File: config.mk
export PLATFORM = sky130hd
export DESIGN_NAME = pq_src
export DESIGN_NICKNAME = d
export VERILOG_FILES = /design/src/rtl/pq_src_pkg.sv /design/src/rtl/pq_src_decode.sv /design/src/rtl/pq_src_evt_in.sv /design/src/rtl/pq_src.sv
export SDC_FILE = /design/constraint.sdc
export NUM_CORES = 1
export LEC_CHECK = 0
export BUFFER_PORTS_ARGS = -buffer_cell sky130_fd_sc_hd__buf_2
export CORE_AREA = 8 8 45 47
export DETAILED_ROUTE_END_ITERATION = 8
export DIE_AREA = 0 0 53 55
export PLACE_DENSITY_LB_ADDON = 0.05
export SYNTH_ARGS = -nofsm -noshare
export SYNTH_HDL_FRONTEND = slang
export SYNTH_SLANG_ARGS = --single-unit
File: constraint.sdc
create_clock -name clk -period 2.7 [get_ports clk]
set_input_delay 0.81 -clock clk [delete_from_list [all_inputs] [get_ports clk]]
set_output_delay 0.81 -clock clk [all_outputs]
set_load 0.02 [all_outputs]
File: src/rtl/pq_src_pkg.sv
package pq_src_pkg;

    typedef enum logic [2:0] {
        OP_NONE,
        OP_ACK,
        OP_LVL_ACK,
        OP_READ,
        OP_FORCE,
        OP_EVENT,
        OP_BAD
    } pq_op_e;

    localparam logic [3:0] CODE_ACK     = 4'h0;
    localparam logic [3:0] CODE_LVL_ACK = 4'h1;
    localparam logic [3:0] CODE_EVENT   = 4'h2;
    localparam logic [3:0] CODE_READ    = 4'h4;

    localparam logic [1:0] PQ_IDLE = 2'b00;
    localparam logic [1:0] PQ_OFF  = 2'b01;
    localparam logic [1:0] PQ_SENT = 2'b10;
    localparam logic [1:0] PQ_QUED = 2'b11;

    // Returns {send, next_state} for an event applied to a state.
    function automatic logic [2:0] apply_event(input logic [1:0] cur);
        logic [2:0] r;
        case (cur)
            PQ_IDLE: r = {1'b1, PQ_SENT};
            PQ_SENT: r = {1'b0, PQ_QUED};
            default: r = {1'b0, cur};
        endcase
        return r;
    endfunction

endpackage

File: src/rtl/pq_src_decode.sv
module pq_src_decode
    import pq_src_pkg::*;
#(
    parameter int OFS_W        = 12,
    parameter bit ERRATA_SHIFT = 1'b0,
    parameter bit LEVEL_SRC    = 1'b0
) (
    input  logic             acc_valid,
    input  logic             acc_write,
    input  logic [OFS_W-1:0] acc_offset,
    output pq_op_e           dec_op,
    output logic [1:0]       dec_force_val
);
    localparam int CODE_LSB = OFS_W - 4;

    logic [OFS_W-1:0] eff_ofs;
    logic [3:0]       code;

    generate
        if (ERRATA_SHIFT) begin : g_shift_fault
            assign eff_ofs = acc_offset | (acc_offset << 4);
        end else begin : g_plain
            assign eff_ofs = acc_offset;
        end
    endgenerate

    assign code          = eff_ofs[OFS_W-1:CODE_LSB];
    assign dec_force_val = code[1:0];

    always_comb begin
        dec_op = OP_NONE;
        if (acc_valid) begin
            if (acc_write) begin
                case (code)
                    CODE_ACK:   dec_op = OP_ACK;
                    CODE_EVENT: dec_op = OP_EVENT;
                    default:    dec_op = OP_NONE;
                endcase
            end else begin
                if (code == CODE_ACK)
                    dec_op = OP_ACK;
                else if (code == CODE_LVL_ACK)
                    dec_op = LEVEL_SRC ? OP_LVL_ACK : OP_BAD;
                else if (code == CODE_READ)
                    dec_op = OP_READ;
                else if (code[3:2] == 2'b11)
                    dec_op = OP_FORCE;
                else
                    dec_op = OP_BAD;
            end
        end
    end

endmodule

File: src/rtl/pq_src_evt_in.sv
module pq_src_evt_in #(
    parameter bit LEVEL_SRC = 1'b0
) (
    input  logic clk,
    input  logic rst_n,
    input  logic line_in,
    output logic evt
);
    generate
        if (LEVEL_SRC) begin : g_level
            logic prev_d, prev_q;

            always_comb begin
                prev_d = line_in;
            end

            always_ff @(posedge clk) begin
                if (!rst_n) prev_q <= 1'b0;
                else        prev_q <= prev_d;
            end

            assign evt = line_in & ~prev_q;
        end else begin : g_edge
            assign evt = line_in;
        end
    endgenerate

endmodule

File: src/rtl/pq_src.sv
module pq_src
    import pq_src_pkg::*;
#(
    parameter int OFS_W        = 12,
    parameter int DATA_W       = 8,
    parameter bit LEVEL_SRC    = 1'b0,
    parameter bit ERRATA_SHIFT = 1'b0
) (
    input  logic              clk,
    input  logic              rst_n,
    input  logic              bus_valid,
    input  logic              bus_write,
    input  logic [OFS_W-1:0]  bus_offset,
    output logic              rsp_valid,
    output logic [DATA_W-1:0] rsp_data,
    input  logic              src_in,
    output logic              notify
);
    localparam int PAD_W = DATA_W - 2;

    typedef struct packed {
        logic [1:0]        pq;
        logic              ntf;
        logic              rv;
        logic [DATA_W-1:0] rd;
    } st_t;

    pq_op_e     op;
    logic [1:0] force_val;
    logic       evt_src;
    st_t        st_d, st_q;

    pq_src_decode #(
        .OFS_W       (OFS_W),
        .ERRATA_SHIFT(ERRATA_SHIFT),
        .LEVEL_SRC   (LEVEL_SRC)
    ) u_dec (
        .acc_valid    (bus_valid),
        .acc_write    (bus_write),
        .acc_offset   (bus_offset),
        .dec_op       (op),
        .dec_force_val(force_val)
    );

    pq_src_evt_in #(.LEVEL_SRC(LEVEL_SRC)) u_evt (
        .clk    (clk),
        .rst_n  (rst_n),
        .line_in(src_in),
        .evt    (evt_src)
    );

    always_comb begin
        logic [1:0] mid;
        logic       ev;
        logic [2:0] res;
        mid = st_q.pq;
        ev  = evt_src;
        st_d.rv = 1'b0;
        st_d.rd = '0;
        case (op)
            OP_ACK: begin
                if (!bus_write) begin
                    st_d.rv = 1'b1;
                    st_d.rd = {{PAD_W{1'b0}}, 1'b0, st_q.pq[0]};
                end
                mid = PQ_IDLE;
                if (st_q.pq[0]) ev = 1'b1;
            end
            OP_LVL_ACK: begin
                st_d.rv = 1'b1;
                st_d.rd = {{PAD_W{1'b0}}, st_q.pq};
                mid = PQ_IDLE;
                if (src_in) ev = 1'b1;
            end
            OP_READ: begin
                st_d.rv = 1'b1;
                st_d.rd = {{PAD_W{1'b0}}, st_q.pq};
            end
            OP_FORCE: begin
                st_d.rv = 1'b1;
                st_d.rd = {{PAD_W{1'b0}}, st_q.pq};
                mid = force_val;
            end
            OP_EVENT: ev = 1'b1;
            OP_BAD: begin
                st_d.rv = 1'b1;
                st_d.rd = '1;
            end
            default: ;
        endcase
        res = apply_event(mid);
        if (ev) begin
            st_d.pq  = res[1:0];
            st_d.ntf = res[2];
        end else begin
            st_d.pq  = mid;
            st_d.ntf = 1'b0;
        end
    end

    always_ff @(posedge clk) begin
        if (!rst_n) begin
            st_q.pq  <= PQ_OFF;
            st_q.ntf <= 1'b0;
            st_q.rv  <= 1'b0;
            st_q.rd  <= '0;
        end else begin
            st_q <= st_d;
        end
    end

    assign rsp_valid = st_q.rv;
    assign rsp_data  = st_q.rd;
    assign notify    = st_q.ntf;

    AST_RSP_AFTER_LOAD: assert property (@(posedge clk) disable iff (!rst_n)
        rsp_valid |-> $past(bus_valid && !bus_write));
    AST_NOTIFY_SENT: assert property (@(posedge clk) disable iff (!rst_n)
        notify |-> st_q.pq == PQ_SENT);
    AST_OFF_QUIET: assert property (@(posedge clk) disable iff (!rst_n)
        (st_q.pq == PQ_OFF && !bus_valid) |=> !notify);
    AST_READ_KEEPS: assert property (@(posedge clk) disable iff (!rst_n)
        (op == OP_READ && !evt_src) |=> st_q.pq == $past(st_q.pq));
    AST_ACK_CLEARS_Q: assert property (@(posedge clk) disable iff (!rst_n)
        (op == OP_ACK) |=> !st_q.pq[0]);

endmodule

==> results.tsv <==
stage	metric	value	unit
power	leakage	0.000223	uW
clock_tree	Post-CTS Resized	0	
outcome	status	completed	
placement	Placement Setup Slack	0.717	ns
power	Clk pwr share	37.7	%
clock_tree	total setup buffers inserted after CTS	0	
finish	commonest non-fill, non-tap cell in the layout	buf_2	
clock_tree	H-tree depth	1	
setup_path	Crit path required time	2.89	ns
finish	nets@finish	71	
detailed_routing	First DRT Iteration DRCs	9	
detailed_routing	via count	329	
setup_path	Critical Path Sink	notify	
min_path	min-delay worst type	flop to flop	
detailed_routing	Detail Route Antenna Nets	0	
finish	Layout fillers	154	
setup_path	CP Launch Type	input port	
finish	antenna diode count	0	
clock_tree	number of buffers created by CTS	3	
floorplan	initial core utilization	27.8	%
clock_tree	clock slew at the register clock pins of the worst setup and hold paths	0.05	ns
power	Net Sw Power	62.9	uW
detailed_routing	routed wire length	830	um
global_routing	grt ovf	0	
floorplan	Core Rows	14	
clock_tree	Clk Latency, worst-skew pair	0.24	ns
sta	period utilization	63.8	%
power	Switching Fraction	25.8	%
power	P_int	181	uW
sta	Max Slew Vio Count	0	
finish	Area Overhead vs Synth	19.9	%
placement	gpl congestion	0.815	
sta	final setup fails	0	
setup_path	Reg-to-Reg End	st_q[11]	
synthesis	syn avg cell area	9.85	um2
synthesis	ys async rst share	0	%
synthesis	Mapped Cells	39	
global_routing	gr usage total	6.35	%
global_routing	initial antenna violation count	0	
detailed_routing	DRC Markers	0	
global_routing	first-pass GRT wire length	1290	um
setup_path	worst-path cell chain	buf_2 -> nor4_4 -> a211oi_2 -> a2111oi_2 -> and2_1	
floorplan	Die X	53	um
power	combinational share of power	17.1	%
detailed_routing	first drt pass iteration count	4	
sta	slew margin rel.	76.7	%
synthesis	Mapped Area	384	um2
synthesis	Post-Syn Nets	56	
synthesis	Synth Warn #	0	
sta	Tightest Pin Transition	0.347	ns
synthesis	Netlist cell types	21	
setup_path	crit path from	bus_offset[10]	
setup_path	Critical Path End Type	flop	
detailed_routing	DR WL/cell	12.0	um
detailed_routing	vias per cell	4.77	
sta	Fmax	581	MHz
synthesis	number of synthesized register bits	7	
min_path	WHS Path Cells	2	
clock_tree	CTS Sinks	7	
sta	fin crit period	1.72	ns
floorplan	Top Ports	27	
setup_path	path type of the worst setup path	input port to flop	
floorplan	area of the die	2920	um2
synthesis	ys flop type	dfxtp_1	
setup_path	Worst EP arrival	1.91	ns
sta	RSZ-0062 raised after global routing	false	
global_routing	vias in the first global route	337	
setup_path	Crit Path Max Fanout	6	
setup_path	max incr delay on CP	0.35	ns
job	Max-Cap Viols	0	
sta	setup ws final	0.978	ns
global_routing	largest net degree at the start of global routing	7	
finish	share of cells above drive strength 1	50.9	%
power	VDD IR max	0.347	mV
sta	Final TNS setup	0	ns
clock_tree	cts-stage hold buffer count	0	
synthesis	number of synthesized flops with an enable pin	0	
clock_tree	TritonCTS clock tree	built	
clock_tree	Clk Tree Root Cell	clkbuf_4	
setup_path	Slowest-stage cell, CP	a2111oi_2	
floorplan	Chip Height	55	um
floorplan	Core Region	1380	um2
synthesis	Seq/Total Area, Yosys	36.5	%
clock_tree	CTS max path bufs	2	
power	pwr dens	529	nW/um2
finish	most frequent cells in the layout	18 x buf_2, 7 x dfxtp_1, 3 x a21oi_1, 3 x inv_1, 3 x clkbuf_4	
power	Flop pwr share	45.1	%
sta	Hold Fails Final Rpt	0	
sta	Worst Skew	0.00128	ns
setup_path	reg2reg path depth	4	
placement	PortBufs	18	
placement	DP HPWL	709	um
setup_path	reg2reg setup slack	1.56	ns
-- through the flow --
stage          hold WS (ns)  utilization, %  power, uW  area, um2  cells
6_report              0.476            33.3        244        460     69
5_1_grt               0.508            33.3        260        460     69
4_1_cts               0.479            33.3        250        460     69
3_5_place_dp          0.470            31.4        154        434     65
3_3_place_gp          0.484            31.4        154        434     65
2_1_floorplan         0.443               -        140        384     39
-- power by group through the flow --
stage | registers (uW) | logic (uW) | clock network [uW]
4_1_cts | 110 | 42.2 | 98.1
3_5_place_dp | 112 | 42.1 | 0
2_1_floorplan | 113 | 26.7 | 0
3_3_place_gp | 112 | 41.9 | 0
6_report | 110 | 41.8 | 91.9
5_1_grt | 110 | 45.5 | 104
-- routing by layer --
layer	global-route usage [%]	part of all wire (%)
met4	1.29	0
met2	11.9	55
met5	0	0
met1	4.27	35
met3	6.42	9.6
-- cells in the mapped netlist, drive strengths merged (2+ instances only) --
cell type  number  area [um2]
buf             8        60.1
o21ai           2        10.0
inv             3        11.3
a21oi           3        15.0
a211oi          2        20.0
nand2           2        7.51
dfxtp           7         140
-- logic make-up (layout without fill, tap and decap cells) --
logic type	Yosys count	after routing	synth area share, %
multiplexers	1	1	2.93
flip-flops	7	7	36.5
AND/OR/NAND/NOR	9	9	20.5
AO/OA/AOI/OAI	11	11	21.5
buffers and inverters	11	25	18.6
-- critical path, delay by kind of cell --
| kind | cells | cell delay [ns] |
|---|---|---|
| buffers and inverters | 1 | 0.14 |
| AND/OR/NAND/NOR | 2 | 0.49 |
| AO/OA/AOI/OAI | 2 | 0.48 |
-- final cells by class --
class                   count  area [um2]  share of cell area (%)
repair buffers             18        90.1                    19.6
inverters                   3        11.3                    2.45
clock buffers               4        26.3                    5.71
multi-input cells          21         173                    37.5
flip-flops and latches      7         140                    30.4
well taps                  16        20.0                    4.35
-- how the worst min path moves through the flow --
stage,from,end,slack (ns)
2_1_floorplan,st_q[11],rsp_data[1],0.44
3_3_place_gp,st_q[11],rsp_data[1],0.48
3_5_place_dp,st_q[11],rsp_data[1],0.47
4_1_cts,st_q[11],rsp_data[1],0.48
5_1_grt,st_q[11],rsp_data[1],0.51
6_report,st_q[11],rsp_data[1],0.48
No activity file was read; power rests on OpenSTA's default activity.
